### src/rtl/tcs_pkg.sv
package tcs_pkg;
  localparam int unsigned TC_NUM   = 8;
  localparam int unsigned PRIO_NUM = 8;
  localparam int unsigned CFG_AW   = 5;
  localparam int unsigned CFG_DW   = 32;
  localparam int unsigned WT_W     = 7;
  localparam int unsigned RATE_W   = 16;
  localparam int unsigned SHP_EN_BIT = 31;

  localparam logic [CFG_AW-1:0] ADDR_MAP      = 5'd0;
  localparam logic [CFG_AW-1:0] ADDR_ALGO     = 5'd1;
  localparam logic [CFG_AW-1:0] ADDR_WT_BASE  = 5'd8;
  localparam logic [CFG_AW-1:0] ADDR_SHP_BASE = 5'd16;
endpackage

### src/rtl/tcs_cfg_regs.sv
module tcs_cfg_regs #(
  parameter int unsigned NUM_TC   = tcs_pkg::TC_NUM,
  parameter int unsigned NUM_PRIO = tcs_pkg::PRIO_NUM,
  parameter int unsigned TC_W     = $clog2(NUM_TC)
) (
  input  logic                                    clk,
  input  logic                                    rst_n,
  input  logic                                    we_i,
  input  logic [tcs_pkg::CFG_AW-1:0]              addr_i,
  input  logic [tcs_pkg::CFG_DW-1:0]              wdata_i,
  output logic [NUM_PRIO*TC_W-1:0]                prio_map_o,
  output logic [NUM_TC-1:0]                       algo_rr_o,
  output logic [NUM_TC*tcs_pkg::WT_W-1:0]         weight_o,
  output logic [NUM_TC-1:0]                       shp_en_o,
  output logic [NUM_TC*tcs_pkg::RATE_W-1:0]       shp_rate_o
);
  import tcs_pkg::*;
  localparam int unsigned MAP_W = NUM_PRIO * TC_W;

  logic [MAP_W-1:0]         map_q, map_d;
  logic [NUM_TC-1:0]        algo_q, algo_d;
  logic [NUM_TC*WT_W-1:0]   wt_q, wt_d;
  logic [NUM_TC-1:0]        en_q, en_d;
  logic [NUM_TC*RATE_W-1:0] rate_q, rate_d;
  logic                     unused_wdata;

  assign unused_wdata = ^wdata_i;

  always_comb begin
    map_d  = map_q;
    algo_d = algo_q;
    wt_d   = wt_q;
    en_d   = en_q;
    rate_d = rate_q;
    if (addr_i == ADDR_MAP)  map_d  = wdata_i[MAP_W-1:0];
    if (addr_i == ADDR_ALGO) algo_d = wdata_i[NUM_TC-1:0];
    for (int c = 0; c < NUM_TC; c++) begin
      if (addr_i == ADDR_WT_BASE + CFG_AW'(c))
        wt_d[c*WT_W +: WT_W] = wdata_i[WT_W-1:0];
      if (addr_i == ADDR_SHP_BASE + CFG_AW'(c)) begin
        en_d[c]                  = wdata_i[SHP_EN_BIT];
        rate_d[c*RATE_W +: RATE_W] = wdata_i[RATE_W-1:0];
      end
    end
  end

  always_ff @(posedge clk or negedge rst_n) begin
    if (!rst_n) begin
      map_q  <= '0;
      algo_q <= '0;
      wt_q   <= '0;
      en_q   <= '0;
      rate_q <= '0;
    end else if (we_i) begin
      map_q  <= map_d;
      algo_q <= algo_d;
      wt_q   <= wt_d;
      en_q   <= en_d;
      rate_q <= rate_d;
    end
  end

  assign prio_map_o = map_q;
  assign algo_rr_o  = algo_q;
  assign weight_o   = wt_q;
  assign shp_en_o   = en_q;
  assign shp_rate_o = rate_q;


  cfg_map_write_chk: assert property (@(posedge clk) disable iff (!rst_n)
    (we_i && addr_i == ADDR_MAP) |=> (prio_map_o == $past(wdata_i[MAP_W-1:0])));

  cfg_idle_stable_chk: assert property (@(posedge clk) disable iff (!rst_n)
    !we_i |=> ($stable(prio_map_o) && $stable(algo_rr_o) && $stable(shp_en_o)));
endmodule

### src/rtl/tcs_pause_map.sv
module tcs_pause_map #(
  parameter int unsigned NUM_TC   = tcs_pkg::TC_NUM,
  parameter int unsigned NUM_PRIO = tcs_pkg::PRIO_NUM,
  parameter int unsigned TC_W     = $clog2(NUM_TC)
) (
  input  logic [NUM_PRIO*TC_W-1:0] prio_map_i,
  input  logic [NUM_PRIO-1:0]      pause_prio_i,
  output logic [NUM_TC-1:0]        tc_paused_o
);
  for (genvar c = 0; c < NUM_TC; c++) begin : g_tc
    always_comb begin
      tc_paused_o[c] = 1'b0;
      for (int p = 0; p < NUM_PRIO; p++) begin
        if (pause_prio_i[p] && (prio_map_i[p*TC_W +: TC_W] == TC_W'(c)))
          tc_paused_o[c] = 1'b1;
      end
    end
  end
endmodule

### src/rtl/tcs_shaper.sv
module tcs_shaper #(
  parameter int unsigned LEN_W      = 14,
  parameter int unsigned RATE_W     = tcs_pkg::RATE_W,
  parameter int          BUCKET_MAX = 2048
) (
  input  logic              clk,
  input  logic              rst_n,
  input  logic              en_i,
  input  logic [RATE_W-1:0] rate_i,
  input  logic              charge_i,
  input  logic [LEN_W-1:0]  len_i,
  output logic              ok_o
);
  localparam int unsigned TOK_W = LEN_W + 2;
  localparam int unsigned SUM_W = ((RATE_W > TOK_W) ? RATE_W : TOK_W) + 2;

  logic signed [TOK_W-1:0] tok_q, tok_d;
  logic signed [SUM_W-1:0] sum, cap_s, len_s;

  always_comb begin
    cap_s = SUM_W'(BUCKET_MAX);
    len_s = charge_i ? $signed(SUM_W'(len_i)) : '0;
    sum   = SUM_W'(tok_q) + $signed(SUM_W'(rate_i));
    if (sum > cap_s) sum = cap_s;
    if (!en_i) tok_d = TOK_W'(cap_s);
    else       tok_d = TOK_W'(sum - len_s);
  end

  always_ff @(posedge clk or negedge rst_n) begin
    if (!rst_n) tok_q <= TOK_W'(BUCKET_MAX);
    else        tok_q <= tok_d;
  end

  assign ok_o = !tok_q[TOK_W-1];


  tok_cap_chk: assert property (@(posedge clk) disable iff (!rst_n)
    (tok_q <= TOK_W'(BUCKET_MAX)));

  shp_off_open_chk: assert property (@(posedge clk) disable iff (!rst_n)
    !en_i |=> ok_o);
endmodule

### src/rtl/tcs_wrr.sv
module tcs_wrr #(
  parameter int unsigned NUM_TC  = tcs_pkg::TC_NUM,
  parameter int unsigned TC_W    = $clog2(NUM_TC),
  parameter int unsigned LEN_W   = 14,
  parameter int unsigned QUANTUM = 16
) (
  input  logic                            clk,
  input  logic                            rst_n,
  input  logic [NUM_TC-1:0]               rr_mask_i,
  input  logic [NUM_TC-1:0]               elig_i,
  input  logic [NUM_TC-1:0]               qne_i,
  input  logic [NUM_TC*tcs_pkg::WT_W-1:0] weight_i,
  input  logic                            sel_en_i,
  input  logic                            take_i,
  input  logic                            charge_i,
  input  logic [TC_W-1:0]                 charge_tc_i,
  input  logic [LEN_W-1:0]                charge_len_i,
  output logic                            pick_vld_o,
  output logic [TC_W-1:0]                 pick_tc_o
);
  import tcs_pkg::*;
  localparam int unsigned DEF_W = LEN_W + 3;
  localparam int          MAX_Q = ((1 << WT_W) - 1) * QUANTUM;

  logic signed [DEF_W-1:0] def_q [NUM_TC];
  logic signed [DEF_W-1:0] def_d [NUM_TC];
  logic [TC_W-1:0]         last_q, last_d;
  logic [NUM_TC-1:0]       cand, pos;
  logic                    refill;

  always_comb begin
    cand = elig_i & rr_mask_i;
    for (int c = 0; c < NUM_TC; c++) pos[c] = cand[c] && (def_q[c] > 0);
    refill = sel_en_i && (|cand) && !(|pos);
    pick_vld_o = 1'b0;
    pick_tc_o  = '0;
    for (int k = NUM_TC; k >= 1; k--) begin
      if (pos[(int'(last_q) + k) % NUM_TC]) begin
        pick_vld_o = 1'b1;
        pick_tc_o  = TC_W'((int'(last_q) + k) % NUM_TC);
      end
    end
  end

  always_comb begin
    for (int c = 0; c < NUM_TC; c++) begin
      def_d[c] = def_q[c];
      if (!rr_mask_i[c] || !qne_i[c]) begin
        def_d[c] = '0;
      end else begin
        if (refill && cand[c]) begin
          if (weight_i[c*WT_W +: WT_W] == '0)
            def_d[c] = def_d[c] + DEF_W'(QUANTUM);
          else
            def_d[c] = def_d[c] + DEF_W'(int'(weight_i[c*WT_W +: WT_W]) * QUANTUM);
        end
        if (charge_i && (charge_tc_i == TC_W'(c)))
          def_d[c] = def_d[c] - $signed(DEF_W'(charge_len_i));
      end
    end
    last_d = (take_i && pick_vld_o) ? pick_tc_o : last_q;
  end

  always_ff @(posedge clk or negedge rst_n) begin
    if (!rst_n) begin
      for (int c = 0; c < NUM_TC; c++) def_q[c] <= '0;
      last_q <= TC_W'(NUM_TC - 1);
    end else begin
      for (int c = 0; c < NUM_TC; c++) def_q[c] <= def_d[c];
      last_q <= last_d;
    end
  end

  for (genvar c = 0; c < NUM_TC; c++) begin : g_chk

    deficit_bound_chk: assert property (@(posedge clk) disable iff (!rst_n)
      (def_q[c] <= DEF_W'(MAX_Q)));
  end
endmodule

### src/rtl/egress_tc_sched.sv
module egress_tc_sched #(
  parameter int unsigned NUM_TC     = tcs_pkg::TC_NUM,
  parameter int unsigned NUM_PRIO   = tcs_pkg::PRIO_NUM,
  parameter int unsigned LEN_W      = 14,
  parameter int          BUCKET_MAX = 2048,
  parameter int unsigned QUANTUM    = 16
) (
  input  logic                       clk,
  input  logic                       rst_n,
  input  logic                       cfg_we_i,
  input  logic [tcs_pkg::CFG_AW-1:0] cfg_addr_i,
  input  logic [tcs_pkg::CFG_DW-1:0] cfg_wdata_i,
  input  logic [NUM_TC-1:0]          q_nonempty_i,
  input  logic [NUM_PRIO-1:0]        pause_prio_i,
  input  logic                       tx_done_i,
  input  logic [LEN_W-1:0]           tx_len_i,
  output logic [NUM_TC-1:0]          grant_o
);
  import tcs_pkg::*;
  localparam int unsigned TC_W = $clog2(NUM_TC);

  logic [NUM_PRIO*TC_W-1:0]   prio_map;
  logic [NUM_TC-1:0]          rr_mask, shp_en, shp_ok, tc_paused, elig, s_cand;
  logic [NUM_TC*WT_W-1:0]     weight;
  logic [NUM_TC*RATE_W-1:0]   shp_rate;
  logic [NUM_TC-1:0]          grant_q, grant_d, shp_charge;
  logic                       s_vld, w_vld, idle, charge;
  logic [TC_W-1:0]            s_tc, w_tc, grant_tc;

  tcs_cfg_regs #(.NUM_TC(NUM_TC), .NUM_PRIO(NUM_PRIO), .TC_W(TC_W)) u_cfg (
    .clk(clk), .rst_n(rst_n), .we_i(cfg_we_i), .addr_i(cfg_addr_i),
    .wdata_i(cfg_wdata_i), .prio_map_o(prio_map), .algo_rr_o(rr_mask),
    .weight_o(weight), .shp_en_o(shp_en), .shp_rate_o(shp_rate));

  tcs_pause_map #(.NUM_TC(NUM_TC), .NUM_PRIO(NUM_PRIO), .TC_W(TC_W)) u_pause (
    .prio_map_i(prio_map), .pause_prio_i(pause_prio_i), .tc_paused_o(tc_paused));

  for (genvar c = 0; c < NUM_TC; c++) begin : g_shp
    assign shp_charge[c] = tx_done_i & grant_q[c];
    tcs_shaper #(.LEN_W(LEN_W), .RATE_W(RATE_W), .BUCKET_MAX(BUCKET_MAX)) u_shp (
      .clk(clk), .rst_n(rst_n), .en_i(shp_en[c]),
      .rate_i(shp_rate[c*RATE_W +: RATE_W]), .charge_i(shp_charge[c]),
      .len_i(tx_len_i), .ok_o(shp_ok[c]));
  end

  assign elig   = q_nonempty_i & ~tc_paused & shp_ok;
  assign s_cand = elig & ~rr_mask;
  assign idle   = (grant_q == '0);
  assign charge = tx_done_i && !idle;

  always_comb begin
    s_vld = |s_cand;
    s_tc  = '0;
    for (int c = 0; c < NUM_TC; c++) if (s_cand[c]) s_tc = TC_W'(c);
    grant_tc = '0;
    for (int c = 0; c < NUM_TC; c++) if (grant_q[c]) grant_tc = TC_W'(c);
  end

  tcs_wrr #(.NUM_TC(NUM_TC), .TC_W(TC_W), .LEN_W(LEN_W), .QUANTUM(QUANTUM)) u_wrr (
    .clk(clk), .rst_n(rst_n), .rr_mask_i(rr_mask), .elig_i(elig),
    .qne_i(q_nonempty_i), .weight_i(weight), .sel_en_i(idle && !s_vld),
    .take_i(idle && !s_vld), .charge_i(charge), .charge_tc_i(grant_tc),
    .charge_len_i(tx_len_i), .pick_vld_o(w_vld), .pick_tc_o(w_tc));

  always_comb begin
    grant_d = grant_q;
    if (!idle) begin
      if (tx_done_i) grant_d = '0;
    end else if (s_vld) begin
      grant_d = NUM_TC'(1) << s_tc;
    end else if (w_vld) begin
      grant_d = NUM_TC'(1) << w_tc;
    end
  end

  always_ff @(posedge clk or negedge rst_n) begin
    if (!rst_n) grant_q <= '0;
    else        grant_q <= grant_d;
  end

  assign grant_o = grant_q;


  grant_onehot_chk: assert property (@(posedge clk) disable iff (!rst_n)
    $onehot0(grant_q));

  grant_hold_chk: assert property (@(posedge clk) disable iff (!rst_n)
    (!idle && !tx_done_i) |=> (grant_q == $past(grant_q)));

  grant_release_chk: assert property (@(posedge clk) disable iff (!rst_n)
    (!idle && tx_done_i) |=> (grant_q == '0));

  grant_pause_chk: assert property (@(posedge clk) disable iff (!rst_n)
    idle |=> ((grant_q & $past(tc_paused)) == '0));

  grant_qne_chk: assert property (@(posedge clk) disable iff (!rst_n)
    idle |=> ((grant_q & ~$past(q_nonempty_i)) == '0));

  strict_first_chk: assert property (@(posedge clk) disable iff (!rst_n)
    (idle && (|s_cand)) |=> ((grant_q & $past(rr_mask)) == '0));

  grant_shaper_chk: assert property (@(posedge clk) disable iff (!rst_n)
    idle |=> ((grant_q & ~$past(shp_ok)) == '0));
endmodule

### config.mk
export PLATFORM = sky130hd
export DESIGN_NAME = egress_tc_sched
export DESIGN_NICKNAME = d
export VERILOG_FILES = /design/src/rtl/tcs_pkg.sv /design/src/rtl/tcs_cfg_regs.sv /design/src/rtl/tcs_pause_map.sv /design/src/rtl/tcs_shaper.sv /design/src/rtl/tcs_wrr.sv /design/src/rtl/egress_tc_sched.sv
export SDC_FILE = /design/constraint.sdc
export NUM_CORES = 2
export LEC_CHECK = 0
export ABC_AREA = 1
export BUFFER_PORTS_ARGS = -buffer_cell sky130_fd_sc_hd__buf_2
export CAP_MARGIN = 20
export CORE_UTILIZATION = 50
export DETAILED_ROUTE_END_ITERATION = 10
export GPL_TIMING_DRIVEN = 0
export PLACE_DENSITY_LB_ADDON = 0.08
export SLEW_MARGIN = 10
export SYNTH_ARGS = -nofsm -noshare
export SYNTH_HDL_FRONTEND = slang
export SYNTH_SLANG_ARGS = --single-unit
### constraint.sdc
create_clock -name clk -period 4.85 [get_ports clk]
set_input_delay 0.97 -clock clk [delete_from_list [all_inputs] [get_ports clk]]
set_output_delay 0.97 -clock clk [all_outputs]
set_load 0.01 [all_outputs]
==> metrics.md <==
| Metric | Value |
|---|---|
| Max Buffers Root-to-Sink | 3 |
| R2r setup slk | -0.14 ns |
| Net Count, Synth | 6491 |
| Synth cell types | 70 |
| Placer Congestion | 0.9544 |
| Full die area | 85270 um2 |
| Synthesized area | 42050 um2 |
| Clk slew on worst S/H paths | 0.06 ns |
| Crit Reg-Reg Endpoint | g_shp[0].u_shp.tok_q[12] |
| First-pass GRT wire length | 214700 um |
| Post-DRT Antenna Nets | 0 |
| GR Overflow Total | 0 |
| Failing checks | setup timing |
| Crit. End Element | flip-flop |
| Fin crit share | 103.0% |
| Relative slew margins | 22.66% |
| Largest area contributor in the netlist | dfrtp_1 |
| CP max stage cell | dfrtp_1 |
| H-tree levels | 3 |
| Leakage | 25.46 nW |
| Reg2Reg Depth | 38 |
| Setup crit start kind | flip-flop |
| RSZ-0062 raised after global routing | yes |
| Setup TNS | -0.2599 ns |
| Initial core utilization | 50.89% |
| Post-Synthesis Cells | 5970 |
| End of the critical path | g_shp[0].u_shp.tok_q[12] |
| Fmax | 200.2 MHz |
| Dominant synthesized flop cell | dfrtp_1 |
| Min Hold Slack | 0.2376 ns |
| RR Startpoint | u_cfg.shp_rate_o[0] |
| Yosys top cell area share | 29.04% |
| Area contributors post-synth | dfrtp_1 (29%), ha_1 (12%), nand2_1 (12%) |
| Drt wl/cell | 19.28 um |
| Crit path time final | 4.995 ns |
| Vias per cell | 5.678 |
| Max_cap viols | 0 |
| Port Buf Inserts | 58 |
| Placeable core area | 82640 um2 |
| YS warnings | 0 |
| Cell Pwr Density | 489.1 nW/um2 |
| Gr usage total | 32.33% |
| Max Slew Vio Count | 0 |
| CP arrival | 5.57 ns |
| Crit path max fanout | 4 |
| Vias in the first global route | 38635 |
| DR top layer | met5 |
| EDFF count, synth | 0 |
| Placed standard-cell area | 43960 um2 |
| Mean area per synthesized cell | 7.044 um2 |
| Crit path kind | flip-flop to flip-flop |
| Final WL | 143000 um |
| Fill cell count | 7571 |
| Area growth from synthesis to layout | 19.67% |
| Worst setup startpoint | u_cfg.shp_rate_o[0] |
| Fin area | 50320 um2 |
| Worst-skew pair later-pin latency | 0.65 ns |
| Final setup fails | 5 |
| Antenna violations before repair | 14 |
| Slowest stage delay, CP | 0.43 ns |
| Clk root buf | clkbuf_16 |
| Final Hold Fails | 0 |
| Largest net degree at the start of global routing | 99 |
| Worst Setup Slack, final | -0.1449 ns |
| Worst hold path class | input pin to async pin |
| CTS tree | built |
| Num CTS Buffers | 67 |
| Synth Register Bits | 499 |
| CTS Sinks | 499 |
| Status | finished with violations |
| Vias | 42139 |
| Met2 WL | 62390 um |
| Met1 wire length | 65840 um |
| Met3 routed WL | 10530 um |
| Drt drc | 0 |
| Placed wire-length estimate | 102100 um |
| Dpl cells | 7109 |
| Most common cell in the netlist | nand2_1 |
| Nets | 6818 |
| Non-filler cells, final | 7421 |
| Die Y | 292.0 um |
| Maximum VDD drop | 0.0003905 V |
| First DRT Iteration DRCs | 3756 |
| Sequential area share after synthesis | 29.73% |
| Worst-Margin Slew | 1.159 ns |
| Util after Layout | 60.90% |
| Die X | 292.0 um |
| Share of layout cells above drive strength 1 | 15.25% |
| I/O pins | 79 |
| Synth top cells by count | nand2_1 (1365), inv_1 (721), nor2_1 (683) |
| Core Rows | 105 |
| Clock Skew | 0.03009 ns |
| Required time of the worst setup path | 5.42 ns |
| Post-synth ARST share | 100.0% |
| First-pass DRT Iterations | 6 |
-- logic make-up after synthesis --
group | count (synthesis) | synth area share, %
compound gates | 1282 | 17.12
xor+xnor | 255 | 5.311
fa+ha+maj | 450 | 13.96
buf+inv | 875 | 7.950
flops | 499 | 29.73
mux | 3 | 0.07438
simple gates | 2606 | 25.86
-- worst min-delay path by stage --
stage                           end  slack (ns)            startpoint
6_report        u_cfg.shp_rate_o[9]        0.24                 rst_n
3_5_place_dp     u_cfg.weight_o[35]        0.48    u_cfg.weight_o[35]
4_1_cts         u_cfg.shp_rate_o[9]        0.26                 rst_n
5_1_grt        u_cfg.shp_rate_o[11]        0.27                 rst_n
2_1_floorplan     u_cfg.weight_o[0]        0.45     u_cfg.weight_o[0]
3_3_place_gp   u_cfg.shp_rate_o[88]        0.47  u_cfg.shp_rate_o[88]
-- state kept, by name (all words and copies together) (netlist names) --
signal             count
u_cfg.algo_rr_o        8
u_cfg.shp_en_o         8
g_shp.u_shp.tok_q    128
u_wrr.last_q           3
u_wrr.def_q          136
u_cfg.shp_rate_o     128
u_cfg.weight_o        56
u_cfg.prio_map_o      24
grant_o                8
-- placed cells by master, fill, tap and decap left out, drive strengths merged, types with 182 or more instances in the layout --
cell,count
a21oi,451
buf,273
clkbuf,208
dfrtp,488
ha,418
inv,731
nand2,1376
nand3,292
nor2,692
o21ai,537
xor2,182
-- repair_timing --
action / CTS / global route
hold buffers: 0 / 0
setup buffers: 62 / 133
pin swaps: 40 / 288
endpoints found under the setup margin: 98 / 82
gates resized for setup: 175 / 491
cloned: 0 / 1
-- power breakdown --
group / leakage (nW) / internal (mW) / switching (mW)
clock network: 1.17 / 3.40 / 2.05
logic: 17.6 / 5.53 / 8.18
registers: 6.66 / 4.85 / 0.605
-- layout make-up --
cell class / instances / area (um2) / area share (%)
Inverter: 747 / 2846 / 5.656
Tap cell: 1070 / 1339 / 2.660
Antenna cell: 4 / 10.01 / 0.01989
Sequential cell: 499 / 12510 / 24.85
Buffer: 123 / 535.5 / 1.064
Timing Repair Buffer: 262 / 2046 / 4.065
Clock inverter: 23 / 354.1 / 0.7036
Clock buffer: 96 / 2043 / 4.060
Multi-Input combinational cell: 4597 / 28640 / 56.92
-- per-layer routing --
layer	track usage (%)	vias up
met5	0	-
met4	9.641	8
met3	5.008	243
met2	49.34	1345
met1	46.90	20039
li1	-	20504
-- worst max-delay path, delay by kind of cell (launching register included) --
family	cells	cell delay, ns
and+or+nand+nor	23	2.03
adders and majority gates	4	1.15
AOI/OAI and AO/OA	8	0.84
DFF	1	0.43
buffers and inverters	2	0.29
xor gates and xnor gates	1	0.21
-- through the flow --
stage / power [mW] / setup slack, ns
2_1_floorplan: 13.19 / 0.005575
3_3_place_gp: 15.68 / -8.017
3_5_place_dp: 15.79 / -1.517
4_1_cts: 22.11 / -0.04774
5_1_grt: 26.31 / -0.5298
6_report: 24.61 / -0.1449
Note: power is estimated with default switching activity, not from simulation.
